===== src/rtl/seq_ptr_pkg.sv =====
package seq_ptr_pkg;
    localparam int NBUF    = 2;
    localparam int POL_W   = 2;
    localparam int SEL_W   = 3;
    localparam int REL_BIT = 4;

    typedef enum logic [POL_W-1:0] {
        POL_CHAIN  = 2'b00,
        POL_STOP   = 2'b01,
        POL_LINEAR = 2'b10,
        POL_MASK   = 2'b11
    } eob_pol_e;

    localparam logic [SEL_W-1:0] SEL_START1 = 3'd0;
    localparam logic [SEL_W-1:0] SEL_END1   = 3'd1;
    localparam logic [SEL_W-1:0] SEL_START2 = 3'd2;
    localparam logic [SEL_W-1:0] SEL_END2   = 3'd3;
    localparam logic [SEL_W-1:0] SEL_FLOW   = 3'd4;
    localparam logic [SEL_W-1:0] SEL_FLAG   = 3'd5;
endpackage


===== src/rtl/seq_ptr_regs.sv =====
module seq_ptr_regs
    import seq_ptr_pkg::*;
#(
    parameter int ADDR_W = 13
) (
    input  logic                             clk,
    input  logic                             rst_n,
    input  logic                             reg_we,
    input  logic [SEL_W-1:0]                 reg_sel,
    input  logic [ADDR_W-1:0]                reg_wdata,
    output logic [NBUF-1:0][ADDR_W-1:0]      win_start,
    output logic [NBUF-1:0][ADDR_W-1:0]      win_end,
    output logic [NBUF-1:0][POL_W-1:0]       pol,
    output logic [NBUF-1:0]                  flag_keep,
    output logic                             rel_req
);
    typedef struct packed {
        logic [NBUF-1:0][ADDR_W-1:0] start;
        logic [NBUF-1:0][ADDR_W-1:0] fin;
        logic [NBUF-1:0][POL_W-1:0]  pol;
    } regs_t;

    regs_t r_d, r_q;

    logic win_hit;
    logic flow_hit;
    logic flag_hit;

    assign win_hit  = reg_we && (reg_sel < SEL_FLOW);
    assign flow_hit = reg_we && (reg_sel == SEL_FLOW);
    assign flag_hit = reg_we && (reg_sel == SEL_FLAG);

    always_comb begin
        r_d = r_q;
        if (win_hit) begin
            if (reg_sel[0]) begin
                r_d.fin[reg_sel[1]] = reg_wdata;
            end else begin
                r_d.start[reg_sel[1]] = reg_wdata;
            end
        end
        if (flow_hit) begin
            for (int b = 0; b < NBUF; b++) begin
                r_d.pol[b] = reg_wdata[b*POL_W +: POL_W];
            end
        end
    end

    always_ff @(posedge clk) begin
        if (!rst_n) begin
            r_q.start <= '0;
            r_q.fin   <= '1;
            for (int b = 0; b < NBUF; b++) begin
                r_q.pol[b] <= POL_LINEAR;
            end
        end else begin
            r_q <= r_d;
        end
    end

    generate
        for (genvar g = 0; g < NBUF; g++) begin : g_keep
            assign flag_keep[g] = flag_hit ? reg_wdata[g] : 1'b1;
        end
    endgenerate

    assign rel_req   = flow_hit && !reg_wdata[REL_BIT];
    assign win_start = r_q.start;
    assign win_end   = r_q.fin;
    assign pol       = r_q.pol;
endmodule


===== src/rtl/seq_ptr_core.sv =====
module seq_ptr_core
    import seq_ptr_pkg::*;
#(
    parameter int ADDR_W = 13
) (
    input  logic                        clk,
    input  logic                        rst_n,
    input  logic                        cnt_en_n,
    input  logic                        ld,
    input  logic [ADDR_W-1:0]           ld_addr,
    input  logic                        strt1,
    input  logic                        strt2,
    input  logic [NBUF-1:0][ADDR_W-1:0] win_start,
    input  logic [NBUF-1:0][ADDR_W-1:0] win_end,
    input  logic [NBUF-1:0][POL_W-1:0]  pol,
    input  logic [NBUF-1:0]             flag_keep,
    input  logic                        rel_req,
    output logic [ADDR_W-1:0]           ptr,
    output logic [NBUF-1:0]             flags,
    output logic                        stopped
);
    typedef struct packed {
        logic [ADDR_W-1:0] ptr;
        logic [NBUF-1:0]   flags;
        logic              stopped;
        logic              arm;
    } core_t;

    core_t c_d, c_q;

    logic [NBUF-1:0] hit;
    logic [NBUF-1:0] chain_hit;
    logic [NBUF-1:0] stop_hit;
    logic [ADDR_W-1:0] ptr_inc;
    logic en;

    generate
        for (genvar g = 0; g < NBUF; g++) begin : g_match
            assign hit[g]       = (c_q.ptr == win_end[g]);
            assign chain_hit[g] = hit[g] && (pol[g] == POL_CHAIN);
            assign stop_hit[g]  = hit[g] && (pol[g] == POL_STOP);
        end
    endgenerate

    assign en      = !cnt_en_n;
    assign ptr_inc = c_q.ptr + 1'b1;

    always_comb begin
        c_d       = c_q;
        c_d.flags = (c_q.flags & flag_keep) | hit;
        if (ld || strt1 || strt2) begin
            c_d.stopped = 1'b0;
            c_d.arm     = 1'b0;
            if (ld) begin
                c_d.ptr = ld_addr;
            end else if (strt1) begin
                c_d.ptr = win_start[0];
            end else begin
                c_d.ptr = win_start[1];
            end
        end else if (c_q.stopped) begin
            if (c_q.arm) begin
                c_d.arm = 1'b0;
                if (en) begin
                    c_d.stopped = 1'b0;
                    c_d.ptr     = ptr_inc;
                end
            end else begin
                c_d.arm = rel_req;
            end
        end else if (|stop_hit) begin
            c_d.stopped = 1'b1;
            if (en) begin
                c_d.ptr = ptr_inc;
            end
        end else if (en) begin
            if (&chain_hit) begin
                c_d.ptr = win_start[0];
            end else if (chain_hit[0]) begin
                c_d.ptr = win_start[1];
            end else if (chain_hit[1]) begin
                c_d.ptr = win_start[0];
            end else begin
                c_d.ptr = ptr_inc;
            end
        end
    end

    always_ff @(posedge clk) begin
        if (!rst_n) begin
            c_q <= '0;
        end else begin
            c_q <= c_d;
        end
    end

    assign ptr     = c_q.ptr;
    assign flags   = c_q.flags;
    assign stopped = c_q.stopped;
endmodule


===== src/rtl/seq_ptr_ctrl.sv =====
module seq_ptr_ctrl
    import seq_ptr_pkg::*;
#(
    parameter int ADDR_W = 13
) (
    input  logic              clk,
    input  logic              rst_n,
    input  logic              cnt_en_n,
    input  logic              ld,
    input  logic [ADDR_W-1:0] ld_addr,
    input  logic              strt1,
    input  logic              strt2,
    input  logic              reg_we,
    input  logic [SEL_W-1:0]  reg_sel,
    input  logic [ADDR_W-1:0] reg_wdata,
    output logic [ADDR_W-1:0] reg_rdata,
    output logic [ADDR_W-1:0] ptr,
    output logic              eob1_n,
    output logic              eob2_n,
    output logic              wr_inhibit
);
    logic [NBUF-1:0][ADDR_W-1:0] win_start;
    logic [NBUF-1:0][ADDR_W-1:0] win_end;
    logic [NBUF-1:0][POL_W-1:0]  pol;
    logic [NBUF-1:0]             flag_keep;
    logic                        rel_req;
    logic [NBUF-1:0]             flags;
    logic                        stopped;
    logic [NBUF-1:0]             eob_n;

    seq_ptr_regs #(.ADDR_W(ADDR_W)) u_regs (
        .clk       (clk),
        .rst_n     (rst_n),
        .reg_we    (reg_we),
        .reg_sel   (reg_sel),
        .reg_wdata (reg_wdata),
        .win_start (win_start),
        .win_end   (win_end),
        .pol       (pol),
        .flag_keep (flag_keep),
        .rel_req   (rel_req)
    );

    seq_ptr_core #(.ADDR_W(ADDR_W)) u_core (
        .clk       (clk),
        .rst_n     (rst_n),
        .cnt_en_n  (cnt_en_n),
        .ld        (ld),
        .ld_addr   (ld_addr),
        .strt1     (strt1),
        .strt2     (strt2),
        .win_start (win_start),
        .win_end   (win_end),
        .pol       (pol),
        .flag_keep (flag_keep),
        .rel_req   (rel_req),
        .ptr       (ptr),
        .flags     (flags),
        .stopped   (stopped)
    );

    generate
        for (genvar g = 0; g < NBUF; g++) begin : g_eob
            assign eob_n[g] = !(flags[g] && (pol[g] != POL_MASK));
        end
    endgenerate

    assign eob1_n     = eob_n[0];
    assign eob2_n     = eob_n[1];
    assign wr_inhibit = stopped;

    always_comb begin
        unique case (reg_sel)
            SEL_START1: reg_rdata = win_start[0];
            SEL_END1:   reg_rdata = win_end[0];
            SEL_START2: reg_rdata = win_start[1];
            SEL_END2:   reg_rdata = win_end[1];
            SEL_FLOW:   reg_rdata = ADDR_W'({stopped, pol[1], pol[0]});
            SEL_FLAG:   reg_rdata = ADDR_W'(flags);
            default:    reg_rdata = '0;
        endcase
    end
endmodule


===== config.mk =====
export PLATFORM = sky130hd
export DESIGN_NAME = seq_ptr_ctrl
export DESIGN_NICKNAME = d
export VERILOG_FILES = /design/src/rtl/seq_ptr_pkg.sv /design/src/rtl/seq_ptr_regs.sv /design/src/rtl/seq_ptr_core.sv /design/src/rtl/seq_ptr_ctrl.sv
export SDC_FILE = /design/constraint.sdc
export NUM_CORES = 1
export LEC_CHECK = 0
export CORE_MARGIN = 4
export CORE_UTILIZATION = 40
export DETAILED_ROUTE_END_ITERATION = 6
export HOLD_SLACK_MARGIN = 0.02
export PLACE_DENSITY = 0.58
export REMOVE_ABC_BUFFERS = 1
export SLEW_MARGIN = 20
export SYNTH_ARGS = -nofsm -noshare
export SYNTH_HDL_FRONTEND = slang
export SYNTH_SLANG_ARGS = --single-unit

===== constraint.sdc =====
create_clock -name clk -period 2.65 [get_ports clk]
set_input_delay 0.265 -clock clk [delete_from_list [all_inputs] [get_ports clk]]
set_output_delay 0.265 -clock clk [all_outputs]
set_load 0.03 [all_outputs]

==> metrics.md, run 1 <==
| Metric | Value |
|---|---|
| Status | completed |
| Comb power frac | 17.2% |
| Worst relative slew slack | between 50% and 60% |
| Leak | about 0.0023 uW |
| Worst path slowest cell | dfxtp_1 |
| Total number of vias | approximately 4800 |
| Clk network pwr share | a little over two fifths |
| Core area | 0.0116 mm^2 |
| Max incr delay on CP | approximately 0.50 ns |
| Post-synth EDFFs | 0 |
| Max-cap viol count | 0 |
| Arrival time at the worst endpoint | 2.79 ns |
| CP Class | flip-flop to flip-flop |
| Routed Antenna Nets | 0 |
| Routed Wire Length | between 15 and 20 mm |
| TritonRoute pass-1 iters | 5 |
| Netlist cell types | 52 |
| First-pass GRT wire length | roughly 26 mm |
| Minimum clock period | 2.58 ns |
| Clock buffer depth | 2 |
| Initial drt markers | 547 |
| Required time worst endpoint | around 2.9 ns |
| CTS sink cnt | 73 |
| Slew @ Worst Pin | 0.613 ns |
| Commonest non-fill, non-tap cells in the layout | nand2_1, dfxtp_1, nor2_1 |
| Hold Crit Start | rst_n |
| Switching share of power | a little over a quarter |
| Port Buf Inserts | 64 |
| Hold crit path type | primary input to flip-flop |
| DRC viols | 0 |
| Fin crit share | a little over nine tenths |
| R2r startpoint | u_core.ptr[1]$_SDFFE_PN0P_ |
| Final Cell Area | around 0.0060 mm^2 |
| Setup WS pre-CTS | about 0.099 ns |
| Routability cong. | about 1 |
| ANT cells | 0 |
| Startpoint Class | flip-flop |
| Pwr/cell area | between 500 and 600 mW/mm^2 |
| Fin worst setup slack | 0.0731 ns |
| Initial antenna violation count | 0 |
| Starting Density | between 40% and 50% |
| Die height | 118 um |
| Cell Chain, Critical Path | xor2_1, nor4_2, nand4_2, o311a_4, a31oi_4, buf_12, o21ai_1, a31oi_1 |
| Final Non-Filler Cells | 849 |
| Hold Path End | u_regs.win_end[16]$_SDFFE_PN1P_ |
| Grt ovf | 0 |
| Clock skew | about 0.010 ns |
| Most common cell after layout, fill and taps aside | nand2_1 |
| GRT busiest layer | met2 |
| Synthesized cell area | 0.00482 mm^2 |
| All-Layer GR Usage | 23.2% |
| Cell count of the worst reg-to-reg path | 8 |
| Multi-input logic area | between 0.003 and 0.004 mm^2 |
| Met1 global-route usage | roughly a third |
| Area after DPL | 0.00566 mm^2 |
| CTS tree | done |
| Clock Tree Root | clkbuf_16 |
| Area growth, synth to finish | 24.4% |
| Nets | 739 |
| Switching power of the nets | about 800 uW |
| Worst vdd ir | roughly 0.35 mV |
| Worst R2R End | u_core.ptr[7]$_SDFFE_PN0P_ |
| Largest net degree at the start of global routing | between 40 and 50 |
| HPWL after DPL | 12.1 mm |
| Critical Path Sink Type | flip-flop |
| Critical path buffer and inverter count | 1 |
| Async S/R FF share, synth | 0% |
| Layout cells sized above 1 | between 10% and 20% |
| Int Pwr | ~2200 uW |
| Htree depth | 3 |
| RSZ-0062 raised after global routing | no |
| Max Transition Viols Final | 0 |
| Ys Warns | 0 |
| Average wire per standard cell | about 19 um |
| Post-synthesis cell count | 643 |
| Register area share after synthesis | a little under a third |
| Hold Path Stages | 2 |
| Final hold vios | 0 |
| M2 GR Usage | a little over a third |
| Avg Cell Area, Syn | ~7.5 um^2 |
| FF-to-FF setup slack | approximately 0.073 ns |
| Inst Count DP | 831 |
| Die X-Extent | approximately 120 um |
| Die area | 0.0139 mm^2 |
| Rows | 39 |
| Max Clock Freq | 0.388 GHz |
| Vias in the first global route | 4452 |
| Most used flip-flop cell after synthesis | dfxtp_1 |
| Storage cell area | approximately 0.0015 mm^2 |
| Global-route met3 utilization | about 2.9% |
| Yosys reg bits | between 70 and 80 |
| Fillers | roughly 1100 |
| Total power | between 3000 and 4000 uW |
| Setup violators final | 0 |
| IO Pins | 65 |
| CP max FO | 26 |
| Cts bufs inserted | 9 |
| Worst-path clk slew | about 0.06 ns |
| Largest delay share family, worst path | compound AO/OA/AOI/OAI gates |
| Vias per Instance | approximately 5.7 |
| CTS hold repair buffers | 0 |
| Worst-Skew Late Latency | 0.34 ns |
| Final setup TNS | 0 ns |
| Sequential power share | between 30% and 40% |
==> cell families after synthesis <==
family | count (synthesis) | share of synthesized area, %
xor gates and xnor gates | 49 | 8.90
buffers and inverters | 70 | 7.32
muxes | 21 | 6.69
adders and majority gates | 1 | 0.259
and+or+nand+nor | 293 | 27.6
DFF | 73 | 30.3
AOI/OAI and AO/OA | 136 | 18.9
==> final cells by class <==
type	instances	share of cell area (%)
clock inverter	3	1.08
clock buffer	12	4.11
tap	143	2.98
sequential	73	24.4
timing repair buffer	114	17.0
multi-input combinational	500	50.2
inverter	4	0.250
==> flip-flops by register name, indices dropped and copies added (netlist names) <==
signal	flops
u_regs.win_start	26
u_core.c_q	1
u_core.flags	2
u_regs.win_end	26
u_core.stopped	1
u_regs.pol	4
u_core.ptr	13
==> stage by stage <==
stage | util, % | hold slack [ns]
global placement | 48.8 | 0.484
global route | 51.7 | 0.425
floorplan | - | 0.327
finish | 51.7 | 0.417
CTS | 51.4 | 0.404
detailed placement | 48.8 | 0.491
==> power by group through the flow <==
stage / Combinational [uW] / Sequential [uW] / Clock (uW)
finish: 516 / 1180 / 1310
global route: 554 / 1180 / 1380
CTS: 515 / 1180 / 1320
detailed placement: 511 / 1200 / 0
global placement: 510 / 1200 / 0
floorplan: 209 / 1230 / 0
==> synth_stat cells, types with 2 or more instances <==
library cell	n	area, um^2
a211o_1	9	78.8
a21boi_0	28	210
a21oi_1	31	155
a221oi_1	2	17.5
a22oi_1	3	22.5
a31o_1	8	70.1
a31oi_1	14	87.6
and2_1	2	12.5
and3_1	4	25.0
buf_1	4	15.0
buf_2	12	60.1
buf_4	14	105
buf_6	3	33.8
clkbuf_1	33	124
dfxtp_1	73	1460
inv_1	4	15.0
mux2i_1	12	120
mux4_2	9	203
nand2_1	142	533
nand2b_1	2	12.5
nand3_1	34	170
nand4_1	7	43.8
nor2_1	59	221
nor2b_1	14	87.6
nor3_1	11	55.1
nor4_1	4	25.0
nor4_2	3	37.5
o21ai_0	20	100
o21ai_1	7	35.0
o221ai_1	3	26.3
o22ai_1	2	12.5
or3_1	3	18.8
xnor2_1	12	105
xor2_1	37	324
==> worst max path at each step <==
stage	startpoint	endpoint	slack, ns	depth (start not counted)
floorplan	u_core.ptr[8]$_SDFFE_PN0P_	u_core.ptr[10]$_SDFFE_PN0P_	0.04	6
global placement	u_core.ptr[0]$_SDFFE_PN0P_	u_core.ptr[7]$_SDFFE_PN0P_	0.11	9
detailed placement	u_core.ptr[0]$_SDFFE_PN0P_	u_core.ptr[7]$_SDFFE_PN0P_	0.1	9
CTS	u_core.ptr[0]$_SDFFE_PN0P_	u_core.ptr[7]$_SDFFE_PN0P_	0.07	9
global route	u_core.ptr[1]$_SDFFE_PN0P_	u_core.ptr[7]$_SDFFE_PN0P_	0.007	8
finish	u_core.ptr[1]$_SDFFE_PN0P_	u_core.ptr[7]$_SDFFE_PN0P_	0.07	8
==> metal layers <==
metal | vias up | wire, um
met5 | - | 0
met4 | 0 | 495
met3 | 33 | 1010
met2 | 186 | 7250
met1 | 2261 | 7560
li1 | 2329 | -
==> what timing repair did <==
action,in CTS,in global routing
resized for setup,0,1
endpoints found under the setup margin,0,1
setup buffers,0,3
(Power assumes the default switching activity.)
==> run 2, diff against run 1 <==
--- a/config.mk
+++ b/config.mk
@@ -5,7 +5,6 @@
 export SDC_FILE = /design/constraint.sdc
 export NUM_CORES = 1
 export LEC_CHECK = 0
-export CORE_MARGIN = 4
 export CORE_UTILIZATION = 40
 export DETAILED_ROUTE_END_ITERATION = 6
 export HOLD_SLACK_MARGIN = 0.02
==> run 2 against run 1 <==
The run now ends with DRC left. Register-to-register slack gained 0.16 ns. Power grew 1.5%. Combinational power shrank 1%. Cell count shrank 0.71%. Clock skew shrank 0.0029 ns. Sequential share of layout area is essentially flat. Utilization grew 0.19 points. Fmax grew 3.2%. Non-clock buffer count shrank 7. Critical endpoint is now reg_rdata[8]. Largest power group unchanged. Highest routed layer unchanged.
==> metrics.md, run 2 (synthesis results as in run 1) <==
| Metric | Value |
|---|---|
| Initial antenna violation count | 0 (unchanged) |
| Nets | 732 (-0.95%) |
| Starting Density | 41.7% (+0.18 points) |
| DRC viols | 3 (+3) |
| Highest routed metal layer | met4 |
| Clk network pwr share | 44.4% (+0.9 points) |
| Most common cell after layout, fill and taps aside | nand2_1 |
| Area growth, synth to finish | 24.4% (about the same) |
| CTS hold repair buffers | 0 (unchanged) |
| Cts bufs inserted | 9 (unchanged) |
| Layout cells sized above 1 | 11.4% (-1.2 points) |
| Vias in the first global route | 4455 (+0.067%) |
| Max Transition Viols Final | 0 (unchanged) |
| Die height | 112 um (-5.1%) |
| IO Pins | 65 (unchanged) |
| Final Non-Filler Cells | 843 (-0.71%) |
| Htree depth | 3 (unchanged) |
| Fin crit share | 94.2% (-3.0 points) |
| Int Pwr | 2220 uW (+0.50%) |
| Metal1 wirelength | 7.22 mm (-4.5%) |
| Initial drt markers | 376 (-31%) |
| Routability cong. | 0.881 (-10%) |
| Startpoint Class | primary input |
| Routed Wire Length | 16.1 mm (-1.3%) |
| Worst path slowest cell | clkdlybuf4s50_1 |
| Minimum clock period | 2.50 ns (-0.0808 ns) |
| Total number of vias | 4748 (-1.3%) |
| Die area | 0.0125 mm^2 (-9.9%) |
| Sequential power share | 38.9% (-0.4 points) |
| Die X-Extent | 112 um (-5.1%) |
| Max incr delay on CP | 0.58 ns (+0.08 ns) |
| Post-CTS sizing | 0 (unchanged) |
| Largest net degree at the start of global routing | 39 (-9.3%) |
| Average wire per standard cell | 19.1 um (-0.63%) |
| RSZ-0062 raised after global routing | no |
| Setup violators final | 0 (unchanged) |
| Core area | 0.0116 mm^2 (-0.42%) |
| Pwr/cell area | 509 mW/mm^2 (+1.5%) |
| Grt ovf | 0 (unchanged) |
| Arrival time at the worst endpoint | 2.23 ns (-0.56 ns) |
| Routed Antenna Nets | 0 (unchanged) |
| Clock Tree Root | clkbuf_16 |
| Status | complete, but fails checks |
| Max Clock Freq | 0.401 GHz (+3.2%) |
| Switching power of the nets | 831 uW (+4.1%) |
| Total power | 3050 uW (+1.5%) |
| Comb power frac | 16.7% (-0.5 points) |
| Final hold slack | 0.433 ns (+0.0160 ns) |
| Worst-path clk slew | 0.06 ns (about the same) |
| Cell Chain, Critical Path | clkdlybuf4s50_1, buf_12, buf_4, mux4_2, nor2b_1, clkdlybuf4s50_1 |
| Critical Path Sink Type | primary output |
| CTS sink cnt | 73 (unchanged) |
| Rows | 39 (unchanged) |
| Routed wl met2 | 7.47 mm (+3.0%) |
| Inst Count DP | 827 (-0.48%) |
| Final setup TNS | 0 ns (unchanged) |
| Required time worst endpoint | 2.38 ns (-0.48 ns) |
| Failing checks | DRC |
| Commonest non-fill, non-tap cells in the layout | nand2_1, dfxtp_1, nor2_1, clkdlybuf4s50_1, buf_4 |
| Switching share of power | 27.2% (+0.70 points) |
| Met3 WL | 1.05 mm (+4.4%) |
| Worst relative slew slack | 47.7% (-11 points) |
| First-pass GRT wire length | 25.1 mm (-1.7%) |
| Final hold vios | 0 (unchanged) |
| Leak | 0.00222 uW (-1.4%) |
| Worst vdd ir | 0.371 mV (+5.1%) |
| Hold crit path type | primary input to flip-flop |
| Port Buf Inserts | 64 (unchanged) |
| Post-CTS setup buffer count | 0 (unchanged) |
| Slew @ Worst Pin | 0.785 ns (+0.172 ns) |
| HPWL after DPL | 11.9 mm (-1.6%) |
| CTS tree | done |
| Clock skew | 0.00745 ns (-0.00289 ns) |
| Worst-Skew Late Latency | 0.35 ns (about the same) |
| Clock buffer depth | 2 (unchanged) |
| Vias per Instance | 5.63 (-0.57%) |
| ANT cells | 0 (unchanged) |
| Most common cell on crit path | clkdlybuf4s50_1 |
| All-Layer GR Usage | 26.6% (+3.3 points) |
| Fillers | 1118 (-1.7%) |
| CP Class | primary input to primary output |
| CP max FO | 15 (-42%) |
| Max-cap viol count | 0 (unchanged) |
| TritonRoute pass-1 iters | 7 (+2) |
## run 2: stage by stage
stage                     area (um^2)  utilization (%)  setup WS (ns)
final                            6000             51.9          0.154
after global placement           5670             49.1          0.160
after floorplan                  4480                -         0.0410
after global routing             6000             51.9         0.0863
after detailed placement         5670             49.1          0.143
after CTS                        6000             51.9          0.140
## run 2: final timing paths
kind	start	to	slack, ns	cells after the start
max	reg_sel[1]	reg_rdata[8]	0.15	6
min	rst_n	u_regs.pol[1]$_SDFFE_PN1P_	0.43	2
max reg2reg	u_core.ptr[12]$_SDFFE_PN0P_	u_core.ptr[3]$_SDFFE_PN0P_	0.23	8
min reg2reg	u_regs.win_end[6]$_SDFFE_PN1P_	u_regs.win_end[6]$_SDFFE_PN1P_	0.49	2
## run 2: area by class of cell
class                   count  area (um^2)  share of cell area (%)
clock buffers              12          246                    4.11
well taps                 143          179                    2.98
flip-flops and latches     73         1460                    24.4
multi-input cells         500         3010                    50.2
repair buffers            107         1010                    16.9
clock inverters             4         76.3                    1.27
inverters                   4         15.0                   0.250
## run 2: critical path, delay by kind of cell
family / cells / cell delay (ns)
buffers and inverters: 4 / 1.48
multiplexers: 1 / 0.34
AND/OR/NAND/NOR: 1 / 0.14
## run 2: per-layer routing
layer | track usage [%] | up-vias
met5 | 0 | -
met2 | 42.2 | 147
li1 | - | 2314
met3 | 6.10 | 26
met1 | 35.7 | 2261
met4 | 8.29 | 0
## run 2: power groups by stage
stage	clock network [uW]	registers, uW	logic (uW)
6_report	1350	1190	510
5_1_grt	1410	1190	548
4_1_cts	1370	1180	511
3_5_place_dp	0	1210	509
3_3_place_gp	0	1210	506
2_1_floorplan	0	1230	209
==> run 3, diff against run 2 <==
--- a/config.mk
+++ b/config.mk
@@ -8,7 +8,7 @@
 export CORE_UTILIZATION = 40
 export DETAILED_ROUTE_END_ITERATION = 6
 export HOLD_SLACK_MARGIN = 0.02
-export PLACE_DENSITY = 0.58
+export PLACE_DENSITY = 0.65
 export REMOVE_ABC_BUFFERS = 1
 export SLEW_MARGIN = 20
 export SYNTH_ARGS = -nofsm -noshare
==> run 3 against run 2 <==
The flow still finishes with violations (DRC). Clock power shrank 7%. Register-to-register slack lost 0.12 ns. Non-clock buffer count grew 1. Design area shrank 0.79%. Routed wire length grew 0.48%. Sequential share of layout area grew 0.19 points. Via count grew 2.9%. Fmax shrank 1.6%. Flip-flop and latch count is the same. Die area is the same. Worst setup slack lost 0.041 ns. Utilization shrank 0.41 points. Largest cell class unchanged. Highest routed layer unchanged.
==> metrics.md, run 3 (synthesis results as in run 1) <==
| Metric | Value |
|---|---|
| Total number of vias | 4888 (+2.9%) |
| Startpoint Class | flip-flop |
| Layout cells sized above 1 | 11.8% (+0.41 points) |
| Area growth, synth to finish | 23.4% |
| Vias per Instance | 5.79 (+2.8%) |
| Routed Antenna Nets | 0 (unchanged) |
| Setup violators final | 0 (unchanged) |
| Htree depth | 3 (unchanged) |
| Rows | 39 (unchanged) |
| Commonest non-fill, non-tap cells in the layout | nand2_1, dfxtp_1, nor2_1 |
| Final hold vios | 0 (unchanged) |
| Routed Wire Length | 16.2 mm (+0.48%) |
| Core area | 0.0116 mm^2 (unchanged) |
| GRT busiest layer | met2 |
| Nets | 733 (+0.14%) |
| Fillers | 1109 (-0.81%) |
| Hold Path Stages | 2 (unchanged) |
| Cts bufs inserted | 9 (unchanged) |
| DRC viols | 4 (+1) |
| Most common cell after layout, fill and taps aside | nand2_1 |
| Storage cell area | 0.00146 mm^2 (unchanged) |
| CP max FO | 25 (+10) |
| Fin crit share | 95.7% (+1.5 points) |
| Grt ovf | 0 (unchanged) |
| CTS hold repair buffers | 0 (unchanged) |
| Max-cap viol count | 0 (unchanged) |
| R2r startpoint | u_core.ptr[5]$_SDFFE_PN0P_ |
| Worst-Skew Late Latency | 0.34 ns (about the same) |
| Average wire per standard cell | 19.2 um (+0.37%) |
| CP endpoint | u_core.ptr[7]$_SDFFE_PN0P_ |
| Multi-input logic area | 0.00301 mm^2 (unchanged) |
| Worst R2R End | u_core.ptr[7]$_SDFFE_PN0P_ |
| Post-CTS sizing | 0 (unchanged) |
| Cell count of the worst reg-to-reg path | 9 (+1) |
| Post-CTS setup buffer count | 0 (unchanged) |
| M2 GR Usage | 42.4% (+0.21 points) |
| Status | complete, but fails checks |
| CTS sink cnt | 73 (unchanged) |
| Largest net degree at the start of global routing | 28 (-28%) |
| Port Buf Inserts | 64 (unchanged) |
| First-pass GRT wire length | 25.8 mm (+2.7%) |
| Vias in the first global route | 4651 (+4.4%) |
| CP Launch Point | u_core.ptr[5]$_SDFFE_PN0P_ |
| Critical Path Sink Type | flip-flop |
| Starting Density | 41.7% (unchanged) |
| Final setup TNS | 0 ns (unchanged) |
| ANT cells | 0 (unchanged) |
| Die area | 0.0125 mm^2 (unchanged) |
| Clock buffer depth | 2 (unchanged) |
| Clock skew | 0.0106 ns (+0.00320 ns) |
| CP Class | flip-flop to flip-flop |
| Initial drt markers | 414 (+10%) |
| CTS tree | done |
| Die height | 112 um (unchanged) |
| Global-route met3 utilization | 4.35% (-1.7 points) |
| Arrival time at the worst endpoint | 2.77 ns (+0.54 ns) |
| Total power | 2960 uW (-3.0%) |
| Worst relative slew slack | 51.9% (+4.2 points) |
| Die X-Extent | 112 um (unchanged) |
| Routability cong. | 0.895 (+1.5%) |
| All-Layer GR Usage | 26.9% (+0.31 points) |
| RSZ-0062 raised after global routing | no |
| Hold Crit Start | rst_n |
| HPWL after DPL | 11.8 mm (-0.77%) |
| Initial antenna violation count | 0 (unchanged) |
| Clock Tree Root | clkbuf_16 |
| Pwr/cell area | 498 mW/mm^2 (-2.2%) |
| Minimum clock period | 2.54 ns (+0.0411 ns) |
| Max Transition Viols Final | 0 (unchanged) |
| Met1 global-route usage | 36.3% (+0.60 points) |
| TritonRoute pass-1 iters | 7 (unchanged) |
| Hold crit path type | primary input to flip-flop |
| Slew @ Worst Pin | 0.719 ns (-0.0656 ns) |
| Required time worst endpoint | 2.88 ns (+0.50 ns) |
| Failing checks | DRC |
| Worst-path clk slew | 0.06 ns (about the same) |
| Worst vdd ir | 0.371 mV (about the same) |
| FF-to-FF setup slack | 0.11 ns (-0.12 ns) |
| IO Pins | 65 (unchanged) |
| Leak | 0.00221 uW (-0.42%) |
| Max Clock Freq | 0.394 GHz (-1.6%) |
-- run 3: cell type report --
class	count	share of cell area (%)
sequential	73	24.6
inverter	4	0.252
timing repair buffer	108	16.4
clock buffer	12	4.31
tap	143	3.01
clock inverter	4	0.862
multi-input combinational	500	50.6
-- run 3: worst min-delay path by stage --
stage | slack [ns] | to
global route | 0.35 | u_regs.pol[3]$_SDFFE_PN1P_
global placement | 0.49 | u_regs.win_end[3]$_SDFFE_PN1P_
finish | 0.34 | u_regs.pol[3]$_SDFFE_PN1P_
detailed placement | 0.49 | u_regs.win_end[1]$_SDFFE_PN1P_
CTS | 0.31 | u_regs.pol[3]$_SDFFE_PN1P_
floorplan | 0.33 | u_regs.pol[1]$_SDFFE_PN1P_
-- run 3: metrics by stage --
step           cell area, um^2  instances  setup WS, ns  util [%]  hold WS [ns]
2_1_floorplan             4480        577        0.0410         -         0.327
3_3_place_gp              5640        828         0.158      48.8         0.486
3_5_place_dp              5640        828         0.149      48.8         0.493
5_1_grt                   5950        844        0.0309      51.4         0.346
4_1_cts                   5950        844         0.138      51.4         0.311
6_report                  5950        844         0.113      51.4         0.335
-- run 3: critical path, stage by stage (launching register included) --
cell     delay (ns)
dfxtp_1        0.34
buf_4          0.18
xor2_1         0.15
nor3_1         0.36
nand4_1        0.26
o311a_4        0.31
a31oi_4        0.23
buf_4          0.25
o21ai_1        0.08
a31oi_1        0.28
-- run 3: report_power, final --
part / internal [uW] / switching, uW
logic: 230 / 282
clock network: 781 / 484
registers: 1130 / 49.7
total: 2140 / 816
-- run 3: metal layers --
metal | routed length [um] | up-vias | part of all wire, %
met5 | 0 | - | 0
met4 | 373 | 0 | 2.3
met3 | 1350 | 37 | 8.3
met2 | 7450 | 235 | 46
met1 | 7000 | 2298 | 43
li1 | - | 2318 | -
